--- src/rtl/intx_vwire_tx.sv ---
module intx_vwire_tx #(
  parameter int LINES = 4,
  parameter int SYNC_STAGES = 2,
  parameter int CODE_W = 8,
  parameter logic [CODE_W-1:0] ASSERT_BASE = 8'h20,
  parameter logic [CODE_W-1:0] DEASSERT_BASE = 8'h24
) (
  input  logic              clk,
  input  logic              rst_n,
  input  logic [LINES-1:0]  irq_n,
  input  logic              msg_ready,
  output logic              msg_valid,
  output logic [CODE_W-1:0] msg_code
);
  localparam int IDX_W = (LINES > 1) ? $clog2(LINES) : 1;

  logic [LINES-1:0] sync_q [SYNC_STAGES];
  logic [LINES-1:0] shown_q;
  logic [LINES-1:0] pend;
  logic [IDX_W-1:0] sel;
  logic             load;

  always_ff @(posedge clk or negedge rst_n) begin
    if (!rst_n) begin
      for (int k = 0; k < SYNC_STAGES; k++) sync_q[k] <= '1;
    end else begin
      sync_q[0] <= irq_n;
      for (int k = 1; k < SYNC_STAGES; k++) sync_q[k] <= sync_q[k-1];
    end
  end

  assign pend = sync_q[SYNC_STAGES-1] ^ shown_q;
  assign load = (|pend) && (!msg_valid || msg_ready);

  always_comb begin
    sel = '0;
    for (int i = LINES - 1; i >= 0; i--)
      if (pend[i]) sel = IDX_W'(i);
  end

  always_ff @(posedge clk or negedge rst_n) begin
    if (!rst_n) begin
      shown_q   <= '1;
      msg_valid <= 1'b0;
      msg_code  <= '0;
    end else if (load) begin
      msg_valid    <= 1'b1;
      msg_code     <= shown_q[sel] ? ASSERT_BASE + CODE_W'(sel)
                                   : DEASSERT_BASE + CODE_W'(sel);
      shown_q[sel] <= ~shown_q[sel];
    end else if (msg_ready) begin
      msg_valid <= 1'b0;
    end
  end
endmodule

--- config.mk ---
export PLATFORM = sky130hd
export DESIGN_NAME = intx_vwire_tx
export DESIGN_NICKNAME = d
export VERILOG_FILES = /design/src/rtl/intx_vwire_tx.sv
export SDC_FILE = /design/constraint.sdc
export NUM_CORES = 1
export LEC_CHECK = 0
export ABC_AREA = 0
export BUFFER_PORTS_ARGS = -buffer_cell sky130_fd_sc_hd__clkbuf_2
export CAP_MARGIN = 20
export CORE_AREA = 2 2 41 43
export CTS_CLUSTER_SIZE = 12
export DETAILED_ROUTE_END_ITERATION = 8
export DIE_AREA = 0 0 43 45
export GPL_TIMING_DRIVEN = 0
export PLACE_DENSITY = 0.77
export SYNTH_ARGS = -nofsm -noshare
export SYNTH_HDL_FRONTEND = slang
export SYNTH_SLANG_ARGS = --single-unit
--- constraint.sdc ---
create_clock -name clk -period 2.72 [get_ports clk]
set_input_delay 0.136 -clock clk [delete_from_list [all_inputs] [get_ports clk]]
set_output_delay 0.136 -clock clk [all_outputs]
set_load 0.05 [all_outputs]
# Word level (Yosys, flattened, before mapping)
# Index checks and enable logic that the tools add are counted.
[word_totals]
regBits = 21
inputBits = 7
out_inout_bits = 9
[op_classes]
addsub = 2
order_cmp = 2
mux = 12
n_bitwise = 2
reduce_logical = 6
[op_table]
columns = ["op", "count"]
rows = [
  ["$add 6x2->7 const A", 2],
  ["$mux 2", 4],
  ["$mux 7", 1],
  ["$bwmux 4", 1],
  ["$mux 1", 4],
  ["$reduce_or 4->1", 1],
  ["$xor 4x4->4", 1],
  ["$lt 2x3->1 const B", 1],
  ["$bmux 1 s2", 1],
  ["$demux 1 s2", 1],
  ["$ge 2x1->1 const B", 1],
  ["$logic_and 1x1->1", 2],
  ["$reduce_bool 2->1", 1],
  ["$logic_not 1->1", 1],
  ["$logic_or 1x1->1", 1],
  ["$not 1->1", 1],
]

# Logic depth before layout (Yosys ltp)
# Gate-level depths: netlist of the first run.
[depth]
ltp_word = 10
mapped_depth = 6
mapped_depth_nobuf = 5

# Worst setup path after synthesis of the first run
# OpenSTA, ideal clock, no wires.
[synth_path]
path_kind = "reg-to-reg"
startpoint = "register shown_q[0]"
endpoint = "register shown_q[3]"
setup_ns = 0.082
t_arrival_ns = 1.545
slack_ns = 1.093
stages_incl_launch_ff = 6
n_path_buf = 0
synth_period_minus_slack_ns = 1.627
cell_sequence = "dfstp_2 -> xor2_2 -> nor3_2 -> nand2_1 -> nor3_1 -> mux2_2"
[synth_via]
elab_chain_len = 7
elab_cells_between_ends = 13
cone_classes = "order compare (2); mux (6); bitwise (2); reduce/logical (3)"
[synth_lines]
columns = ["element", "line_no", "rtl"]
rows = [
  ["from (decl)", "18", "logic [LINES-1:0] shown_q;"],
  ["from (signal, indexed assignment)", "50", "shown_q[sel] <= ~shown_q[sel];"],
  ["$xor 4x4->4", "32", "assign pend = sync_q[SYNC_STAGES-1] ^ shown_q;"],
  ["$mux 2", "38", "if (pend[i]) sel = IDX_W'(i);"],
  ["$lt 2x3->1 (implied by the code) or $ge 2x1->1 (tied branches)", "50", ""],
  ["$logic_and 1x1->1 (implied by the code)", "50", ""],
  ["$mux 1 (implied by the code)", "50", ""],
  ["$demux 1 s2", "50", ""],
  ["$bwmux 4", "50", ""],
]
# Several ways; a longest one is shown, not always the timed one. The select of a mux whose other input is x is not followed.
# A chain may end at the register's enable or synchronous reset.

# Final worst setup path of the first run
# Same ends and word-level chain as after synthesis.

==> key figures, run 1 <==
Status
  – Status: completed

Route
  – Wire length per cell: 10.9 µm
  – Post-Route WL: 1150 µm
  – Drt via density: 4.88
  – Routed Antenna Nets: 0
  – DRC: 0
  – Routed via count: 517
  – Starting DRT DRC Count: 4
  – 1st-pass router iterations: 4

Logic synthesis
  – Ys flop type: dfstp_2
  – Leading post-synthesis cells by cell area: dfstp_2 (40%), dfrtp_1 (16%), buf_4 (3.9%)
  – Leading area contributor after synthesis: dfstp_2
  – Mapped Area: 779 µm²
  – Mapped Avg Cell Area: 11.6 µm²
  – Post-synth EDFFs: 0
  – Synth cell count leaders: dfstp_2 (12), nand2_1 (7), dfrtp_1 (5)
  – Ys async rst share: 100%
  – Synthesis-stage register bit count: 17
  – Library cells used by synthesis: 31
  – Seq/Total Area, Yosys: 56.5%
  – Cells after Synth: 67
  – Synth warn: 0
  – Count leader, synth: dfstp_2
  – Yosys top cell area share: 40.4%

Global route
  – Total GRT Usage: 13.6%
  – Largest net degree at the start of global routing: 18
  – Vias in the first global route: 490
  – First-pass GRT wire length: 1880 µm
  – Antenna violations before repair: 0
  – Remaining global-route overflow: 0

Power and ir drop
  – Clock Power Share: 16.6%
  – Part of the power in combinational logic: 39.3%
  – Net Sw Frac: 39.3%
  – Sequential Power Share: 44.1%
  – Worst vdd ir: 0.505 mV
  – Switch Pwr: 314 µW
  – Leakage: 0.000411 µW
  – Power density over cell area: 846 nW/µm²
  – Internal power: 484 µW

Cells and area
  – N_diodes: 0
  – Fill cell count: 123
  – Fin util: 64.1%
  – Layout cells sized above 1: 44.4%
  – Net count, final: 98
  – Post-Layout Inst Area: 943 µm²
  – Layout area overhead: 21.0%

Clock network
  – CTS H-Tree Depth: 1
  – CTS tree: built
  – CTS Buf Count: 3
  – Post_cts resized: 0
  – Clock Tree Root: clkbuf_4
  – Clock sinks: 17
  – Post-CTS setup buffers: 0
  – CTS Buffer Depth: 2
  – Clk Latency, worst-skew pair: 0.29 ns
  – Hold_buf cts: 5
  – Reg clk slew, reported paths: 0.10 ns

STA
  – Tcrit/Tclk final: 66.4%
  – Fin Setup TNS: 0 ns
  – Fmax: 554 MHz
  – Minimum clock period after layout: 1.81 ns
  – Hold Vio Cnt, Final: 0
  – Final Slew Violations: 0
  – RSZ-0062 raised after global routing: false
  – Setup violations, final: 0
  – Worst Skew: 0.00975 ns

Place
  – GP Congestion: 0.761
  – Placed cell area: 866 µm²
  – PortBufs: 11

Worst setup path
  – WS Path Type: reg2reg
  – Arrival time at the worst endpoint: 2.02 ns
  – Req. time, crit path: 2.94 ns
  – Crit end category: flop
  – R2r setup slk: 0.91 ns
  – R2R Path End: shown_q[3]
  – Reg2Reg Depth: 5
  – Reg2Reg Launch Point: shown_q[0]
  – Setup crit start kind: flop
  – Max FO, Critical Path: 6

Min path
  – Worst Hold End: msg_code[1]
  – Min-delay worst type: in2reg
  – Min-Delay Startpoint: msg_ready
  – Hold-critical path depth: 4

Die
  – Die ar.: 1940 µm²
  – # IOs: 16
  – Die height: 45 µm
  – Row count: 14
  – Die width: 43 µm
  – Core box area: 1470 µm²
  – Initial core utilization: 53.0%

Flow run
  – Max Cap Viol: 0
-- cell type report --
cell class,instances,area (µm²),area share [%]
Inverter,2,7.51,0.796
Sequential cell,17,440,46.7
Clock inverter,1,5.00,0.531
Tap cell,16,20.0,2.12
Clock buffer,3,22.5,2.39
Timing Repair Buffer,16,105,11.1
Buffer,5,35.0,3.71
Multi-Input combinational cell,46,308,32.6
-- metrics by stage --
step	std cells	hold WS, ns	power (µW)	setup WS (ns)
3_5_place_dp	97	0.0873	666	0.929
2_1_floorplan	70	-0.160	604	1.09
6_report	106	0.237	798	0.914
5_1_grt	106	0.280	849	0.812
4_1_cts	106	0.231	809	0.902
3_3_place_gp	97	0.0783	659	0.953
-- layout by cell type (no fill, tap or decap) --
master | Yosys | layout
or2b_1 | 1 | 1
clkbuf_2 | 0 | 11
nor4_1 | 1 | 1
xnor2_1 | 1 | 1
clkinv_2 | 0 | 1
o21ai_0 | 2 | 2
o2bb2ai_1 | 1 | 1
xor2_2 | 1 | 1
nand2_1 | 7 | 7
clkbuf_4 | 0 | 3
nor2_1 | 4 | 4
dfrtp_1 | 5 | 5
or2_1 | 1 | 1
o2bb2ai_2 | 1 | 1
buf_2 | 1 | 1
a2111oi_2 | 1 | 1
a21o_1 | 1 | 1
xor2_1 | 1 | 1
nand2b_1 | 1 | 1
mux2_2 | 2 | 2
o21a_1 | 1 | 1
nor2b_2 | 2 | 2
dfstp_2 | 12 | 12
nor3_1 | 2 | 2
dlygate4sd3_1 | 0 | 5
or2_0 | 1 | 1
nor2b_1 | 3 | 3
a211oi_1 | 2 | 2
conb_1 | 1 | 4
o31ai_1 | 1 | 1
buf_4 | 4 | 4
inv_1 | 2 | 2
nor3_2 | 1 | 1
a21oi_1 | 2 | 2
o32a_1 | 1 | 1
-- registers in the layout, indices dropped and copies added, names as in the netlist --
name and cells:
sync_q 8, msg_code 4, shown_q 4, msg_valid 1
-- power groups by stage --
stage,registers [µW],logic (µW),clock network [µW]
final,352,313,132
after global routing,362,339,147
after CTS,353,315,141
after detailed placement,357,308,0
after global placement,354,305,0
after floorplan,431,174,0
-- how the worst max path moves through the flow --
stage	startpoint	to	slack (ns)	cells past startpoint
after floorplan	shown_q[0]	shown_q[3]	1.09	5
after global placement	shown_q[0]	shown_q[3]	0.95	5
after detailed placement	shown_q[0]	shown_q[3]	0.93	5
after CTS	shown_q[0]	shown_q[3]	0.90	5
after global routing	shown_q[0]	shown_q[3]	0.81	5
final	shown_q[0]	shown_q[3]	0.91	5
-- metal layers --
metal / up-vias / track usage, % / share of wire (%)
met5: - / 0 / 0
li1: 265 / - / -
met2: 11 / 23.0 / 49
met1: 239 / 15.3 / 46
met4: 0 / 10.9 / 1.0
met3: 2 / 2.40 / 4.2
-- critical path, stage by stage, from the launching register on --
cell and delay, ns:
dfstp_2 0.61, xor2_2 0.13, nor3_2 0.29, nand2_1 0.12
nor3_1 0.22, mux2_2 0.36
-- cell families after synthesis --
kind of cell	after synthesis	synth area share [%]
xor+xnor	3	4.33
other cells	1	0.481
compound gates	13	13.6
buf+inv	7	5.46
mux	2	2.89
flops	17	56.5
simple gates	24	16.7
Power figures use the tool's default switching activity.
==> inputs of run 2 (changes only) <==
CORE_AREA = 2 2 45 47   (was 2 2 41 43)
DIE_AREA = 0 0 47 49   (was 0 0 43 45)
PLACE_DENSITY = 0.68   (was 0.77)
clock period = 1.4 ns   (was 2.72 ns; I/O delays follow)
==> run 2 against run 1 <==
  * The run now ends with setup timing left
  * Die area is 19% higher
  * Flip-flop and latch count stayed put
  * Final cell count is 20% higher
  * Hold slack worse by 0.045 ns
  * Highest routed layer unchanged
==> key figures, run 2 (synthesis gave the netlist of run 1 again) <==
Status
  – Status: finished with violations
  – Failing checks: setup timing

Cells and area
  – Fin util: 62.4% (-1.8 points)
  – Post-Layout Inst Area: 1150 µm² (+22%)
  – Layout cells sized above 1: 60.0% (+16 points)
  – Net count, final: 108 (+10%)
  – Layout area overhead: 47.4%
  – N_diodes: 0 (unchanged)
  – Final std cells w/o fill: 127 (+20%)
  – Most frequent cells in the layout: buf_4 (14), dfstp_2 (12), clkbuf_2 (11)
  – Biggest regs: sync_q (8), msg_code (4), shown_q (4)
  – Max FFs per register: 8 (unchanged)
  – Top reg by flops: sync_q
  – Most common cell after layout, fill and taps aside: buf_4

Global route
  – Vias in the first global route: 639 (+30%)
  – Total GRT Usage: 15.9% (+2.3 points)
  – Antenna violations before repair: 0 (unchanged)
  – Remaining global-route overflow: 0 (unchanged)
  – First-pass GRT wire length: 2620 µm (+39%)
  – Largest net degree at the start of global routing: 18 (unchanged)

Die
  – Row count: 16 (+2)
  – Core box area: 1840 µm² (+25%)
  – Die height: 49 µm (+8.9%)
  – Die ar.: 2300 µm² (+19%)
  – Initial core utilization: 42.3% (-11 points)
  – Die width: 47 µm (+9.3%)
  – # IOs: 16 (unchanged)

Worst setup path
  – Max FO, Critical Path: 4 (-2)
  – Crit end category: flop
  – WS Path Type: reg2reg
  – Setup crit start kind: flop
  – Reg2Reg Depth: 5 (unchanged)
  – Max incr delay on CP: 0.58 ns (-0.03 ns)
  – Arrival time at the worst endpoint: 1.82 ns (-0.20 ns)
  – Crit path max-delay cell type: dfstp_2
  – Crit path cell chain: nor2b_4 -> nor2_2 -> o2bb2ai_2 -> or2_1 -> mux2_4
  – Crit path launch: shown_q[1]
  – Req. time, crit path: 1.58 ns (-1.36 ns)
  – Bufs and invs on worst path: 0 (unchanged)
  – R2r setup slk: -0.24 ns (-1.16 ns)
  – R2R Path End: msg_code[2]
  – Reg2Reg Launch Point: shown_q[1]
  – Delay-heaviest family, CP: flip-flops

STA
  – Setup violations, final: 5 (+5)
  – Hold Vio Cnt, Final: 0 (unchanged)
  – Fmax: 609 MHz (+10%)
  – RSZ-0062 raised after global routing: true
  – Setup WS post-layout: -0.242 ns (-1.16 ns)
  – Minimum clock period after layout: 1.64 ns (-0.164 ns)
  – Fin Setup TNS: -0.738 ns (-0.738 ns)
  – Final Slew Violations: 0 (unchanged)
  – Worst Skew: 0.00723 ns (-0.00251 ns)
  – Tcrit/Tclk final: 117% (+51 points)

Power and ir drop
  – Power Total: 1870 µW (+130%)
  – Leakage: 0.000497 µW (+21%)
  – Power density over cell area: 1630 nW/µm² (+93%)
  – Worst vdd ir: 0.918 mV (+82%)

Place
  – Placed cell area: 916 µm² (+5.8%)
  – GP Congestion: 0.763 (+0.30%)
  – Post-DP HPWL: 969 µm
  – Inst Count DP: 108 (+11%)
  – PortBufs: 11 (unchanged)

Clock network
  – CTS Buffer Depth: 2 (unchanged)
  – CTS tree: built
  – Clock Tree Root: clkbuf_4
  – Clk Latency, worst-skew pair: 0.29 ns (about the same)
  – Clock sinks: 17 (unchanged)
  – CTS Buf Count: 3 (unchanged)
  – CTS H-Tree Depth: 1 (unchanged)
  – Reg clk slew, reported paths: 0.10 ns (about the same)

Min path
  – Min-Delay Startpoint: msg_ready
  – Worst Hold End: msg_code[1]
  – Min-delay worst type: in2reg
  – Hold-critical path depth: 4 (unchanged)

Route
  – Routed via count: 600 (+16%)
  – 1st-pass router iterations: 4 (unchanged)
  – Drt via density: 4.72 (-3.1%)
  – Starting DRT DRC Count: 3 (-1)
  – Post-Route WL: 1530 µm (+33%)
  – Wire length per cell: 12.0 µm (+11%)
  – Routed Antenna Nets: 0 (unchanged)
  – DRC: 0 (unchanged)

Flow run
  – Max Cap Viol: 0 (unchanged)
==> run 2: cell types whose count changed in the layout (fill, tap and decap cells not counted), moves of 2 or more <==
| cell | previous run | this run |
|---|---|---|
| mux2_2 | 2 | 0 |
| buf_4 | 4 | 14 |
| nor2b_2 | 2 | 0 |
| nor2b_4 | 0 | 4 |
| nor2b_1 | 3 | 1 |
| nor3_1 | 2 | 0 |
| mux2_4 | 0 | 2 |
==> run 2: metrics by stage <==
stage / hold WS [ns] / setup WS (ns)
finish: 0.192 / -0.242
global route: 0.214 / -0.289
CTS: 0.208 / -0.217
detailed placement: 0.0219 / -0.314
global placement: 0.0113 / -0.292
floorplan: -0.226 / -0.164
==> run 2: repair_timing <==
item / 4_1_cts / 5_1_grt
gates resized for setup: 11 / 5
hold buffers: 5 / 0
hold endpoints to repair: 9 / 0
buffers inserted: 9 / 1
pin swaps: 8 / 6
endpoints found under the setup margin: 7 / 6
==> run 2: worst min-delay path: stages <==
cell and delay, ns:
clkbuf_2 0.09, nand2b_1 0.14, a21oi_1 0.08, nor2_1 0.08
==> run 2: power breakdown <==
part	internal, µW	switching [µW]
clock	111	151
sequential	623	84.3
combinational	393	512
total	1130	748
==> run 2: layout make-up <==
type | count | area [µm²]
Timing Repair Buffer | 26 | 180
Inverter | 2 | 7.51
Sequential cell | 17 | 442
Buffer | 5 | 35.0
Tap cell | 27 | 33.8
Clock buffer | 4 | 26.3
Multi-Input combinational cell | 46 | 424
Fill cell | 156 | 693
==> run 2: routing by layer <==
metal / global-route usage [%] / vias to the layer above / part of all wire [%]
li1: - / 285 / -
met1: 18.0 / 291 / 41
met2: 27.2 / 18 / 53
met3: 2.22 / 6 / 3.3
met4: 8.80 / 0 / 2.8
met5: 0 / - / 0
==> run 2: worst max path at each step <==
| stage | to | slack [ns] | cells past startpoint |
|---|---|---|---|
| 2_1_floorplan | shown_q[3] | -0.16 | 5 |
| 3_3_place_gp | shown_q[3] | -0.29 | 5 |
| 3_5_place_dp | msg_code[2] | -0.31 | 5 |
| 4_1_cts | msg_code[2] | -0.22 | 5 |
| 5_1_grt | msg_code[2] | -0.29 | 5 |
| 6_report | msg_code[2] | -0.24 | 5 |
==> inputs of run 3 (changes only) <==
CORE_AREA = 2 2 43 45   (was 2 2 45 47)
DIE_AREA = 0 0 45 47   (was 0 0 47 49)
PLACE_DENSITY = 0.71   (was 0.68)
clock period = 1.68 ns   (was 1.4 ns; I/O delays follow)
==> run 3 against run 2 <==
  * The run now ends clean
  * Critical path depth is 1 higher
  * Sequential power is 17% lower
  * Via count is 6.3% lower
  * Critical path type unchanged
  * Sequential share of layout area is 2.0 points higher
  * Power is 21% lower
  * Count of clock-buffer cells in the layout is 1 lower
  * Final cell count is 11% lower
  * Register-to-register slack better by 0.25 ns
  * Die area is 8.2% lower
==> key figures, run 3 (synthesis gave the netlist of run 1 again) <==
Cells and area
  – N_diodes: 0 (unchanged)
  – Biggest regs: sync_q (8), msg_code (4), shown_q (4)
  – Most frequent cells in the layout: dfstp_2 (12), clkbuf_2 (11), buf_4 (9)
  – Top reg by flops: sync_q
  – Layout cells sized above 1: 55.2% (-4.8 points)
  – Most common cell after layout, fill and taps aside: dfstp_2
  – Post-Layout Inst Area: 1090 µm² (-5.1%)
  – Fin util: 66.0% (+3.6 points)
  – Max FFs per register: 8 (unchanged)
  – Layout area overhead: 39.8%
  – Net count, final: 104 (-3.7%)

Place
  – PortBufs: 11 (unchanged)
  – GP Congestion: 0.749 (-1.9%)
  – Placed cell area: 867 µm² (-5.3%)
  – Pre-CTS WS: -0.104 ns (+0.211 ns)

Clock network
  – Clock sinks: 17 (unchanged)
  – Reg clk slew, reported paths: 0.09 ns (about the same)
  – CTS H-Tree Depth: 1 (unchanged)
  – Clock Tree Root: clkbuf_4
  – CTS tree: built
  – Clk Latency, worst-skew pair: 0.29 ns (about the same)
  – CTS Buffer Depth: 2 (unchanged)
  – CTS Buf Count: 3 (unchanged)

Route
  – Post-Route WL: 1310 µm (-14%)
  – Drt via density: 4.97 (+5.3%)
  – 1st-pass router iterations: 2 (-2)
  – Met2 wire len: 685 µm (-15%)
  – Wire length on met1: 544 µm (-13%)
  – DRC: 0 (unchanged)
  – Wire length per cell: 11.6 µm (-3.7%)
  – Routed via count: 562 (-6.3%)
  – Routed Antenna Nets: 0 (unchanged)
  – Metal3 WL: 74 µm (+48%)
  – Uppermost routed layer: met4
  – Starting DRT DRC Count: 5 (+2)

Global route
  – Largest net degree at the start of global routing: 18 (unchanged)
  – Total GRT Usage: 14.0% (-1.9 points)
  – First-pass GRT wire length: 2090 µm (-20%)
  – Vias in the first global route: 549 (-14%)
  – Antenna violations before repair: 0 (unchanged)
  – Remaining global-route overflow: 0 (unchanged)

Flow run
  – Max Cap Viol: 0 (unchanged)

STA
  – RSZ-0062 raised after global routing: true
  – Tcrit/Tclk final: 99.5% (-18 points)
  – Fmax: 598 MHz (-1.8%)
  – Final Slew Violations: 0 (unchanged)
  – Hold Vio Cnt, Final: 0 (unchanged)
  – Setup violations, final: 0 (-5)
  – Minimum clock period after layout: 1.67 ns (+0.0307 ns)
  – Setup WS post-layout: 0.00760 ns (+0.249 ns)
  – Worst Skew: 0.00197 ns (-0.00526 ns)

Worst setup path
  – Bufs and invs on worst path: 1 (+1)
  – R2R Path End: shown_q[3]
  – Reg2Reg Depth: 6 (+1)
  – Arrival time at the worst endpoint: 1.90 ns (+0.08 ns)
  – Crit end category: flop
  – Max FO, Critical Path: 4 (unchanged)
  – Delay-heaviest family, CP: flip-flops
  – Reg2Reg Launch Point: sync_q[1]
  – Max incr delay on CP: 0.57 ns (about the same)
  – Crit path max-delay cell type: dfstp_2
  – Setup crit start kind: flop
  – WS Path Type: reg2reg
  – Req. time, crit path: 1.90 ns (+0.32 ns)
  – Crit path cell chain: nor2b_4 -> buf_12 -> nor3_4 -> nand2_2 -> nor3_2 -> mux2_2
  – R2r setup slk: 0.008 ns (+0.25 ns)

Min path
  – Min-Delay Startpoint: msg_ready
  – Hold-critical path depth: 4 (unchanged)
  – Worst Hold End: msg_code[1]
  – Min-delay worst type: in2reg

Die
  – Die width: 45 µm (-4.3%)
  – Die height: 47 µm (-4.1%)
  – Initial core utilization: 47.2% (+4.9 points)
  – Row count: 15 (-1)
  – Core box area: 1650 µm² (-10%)
  – Die ar.: 2120 µm² (-8.2%)
  – # IOs: 16 (unchanged)

Power and ir drop
  – Power density over cell area: 1360 nW/µm² (-17%)
  – Leakage: 0.000470 µW (-5.5%)
  – Worst vdd ir: 0.759 mV (-17%)

Status
  – Status: completed
==> run 3: how the worst max path moves through the flow <==
stage	startpoint	to	slack (ns)	cells past startpoint
2_1_floorplan	shown_q[0]	shown_q[3]	0.05	5
3_3_place_gp	shown_q[0]	shown_q[3]	-0.11	5
3_5_place_dp	shown_q[0]	shown_q[3]	-0.10	5
4_1_cts	sync_q[0]	shown_q[3]	-0.006	5
5_1_grt	sync_q[1]	shown_q[3]	-0.09	6
6_report	sync_q[1]	shown_q[3]	0.008	6
==> run 3: final cells by class <==
cell class | instances | area [µm²]
plain buffers | 5 | 35.0
repair buffers | 22 | 163
clock inverters | 1 | 6.26
well taps | 17 | 21.3
fillers | 124 | 562
flip-flops and latches | 17 | 440
inverters | 2 | 7.51
clock buffers | 3 | 22.5
multi-input cells | 46 | 394
==> run 3: tightest hold or removal path: cells and delay by family <==
| family | cells | cell delay, ns |
|---|---|---|
| AO/OA/AOI/OAI | 1 | 0.07 |
| AND/OR/NAND/NOR | 2 | 0.22 |
| buffers and inverters | 1 | 0.09 |
==> run 3: metal layers <==
layer | GRT usage (%) | vias to the layer above
met4 | 3.53 | 0
met2 | 24.3 | 15
met5 | 0 | -
li1 | - | 278
met1 | 15.4 | 267
met3 | 6.92 | 2
==> run 3: per-stage QoR <==
| step | power (µW) | std cells | setup TNS (ns) | hold slack [ns] |
|---|---|---|---|---|
| 2_1_floorplan | 979 | 70 | 0 | -0.212 |
| 3_3_place_gp | 1070 | 98 | -0.144 | 0.0259 |
| 3_5_place_dp | 1080 | 98 | -0.155 | 0.0285 |
| 4_1_cts | 1350 | 110 | -0.00616 | 0.193 |
| 5_1_grt | 1570 | 113 | -0.128 | 0.243 |
| 6_report | 1480 | 113 | 0 | 0.217 |
==> run 3: report_power, final <==
part	total (µW)	internal, µW	switching [µW]	leakage [µW]
Sequential	589	519	70.5	0.000180
Combinational	674	285	389	0.000271
Clock	215	91.9	123	0.0000183
Total	1480	896	583	0.000470
==> run 3: repair_timing <==
item / CTS / global route
pin swaps: 2 / 5
resized for setup: 4 / 11
endpoints found under the setup margin: 2 / 5
endpoints found under the hold margin: 9 / 0
setup buffers: 3 / 3
hold buffers: 5 / 0
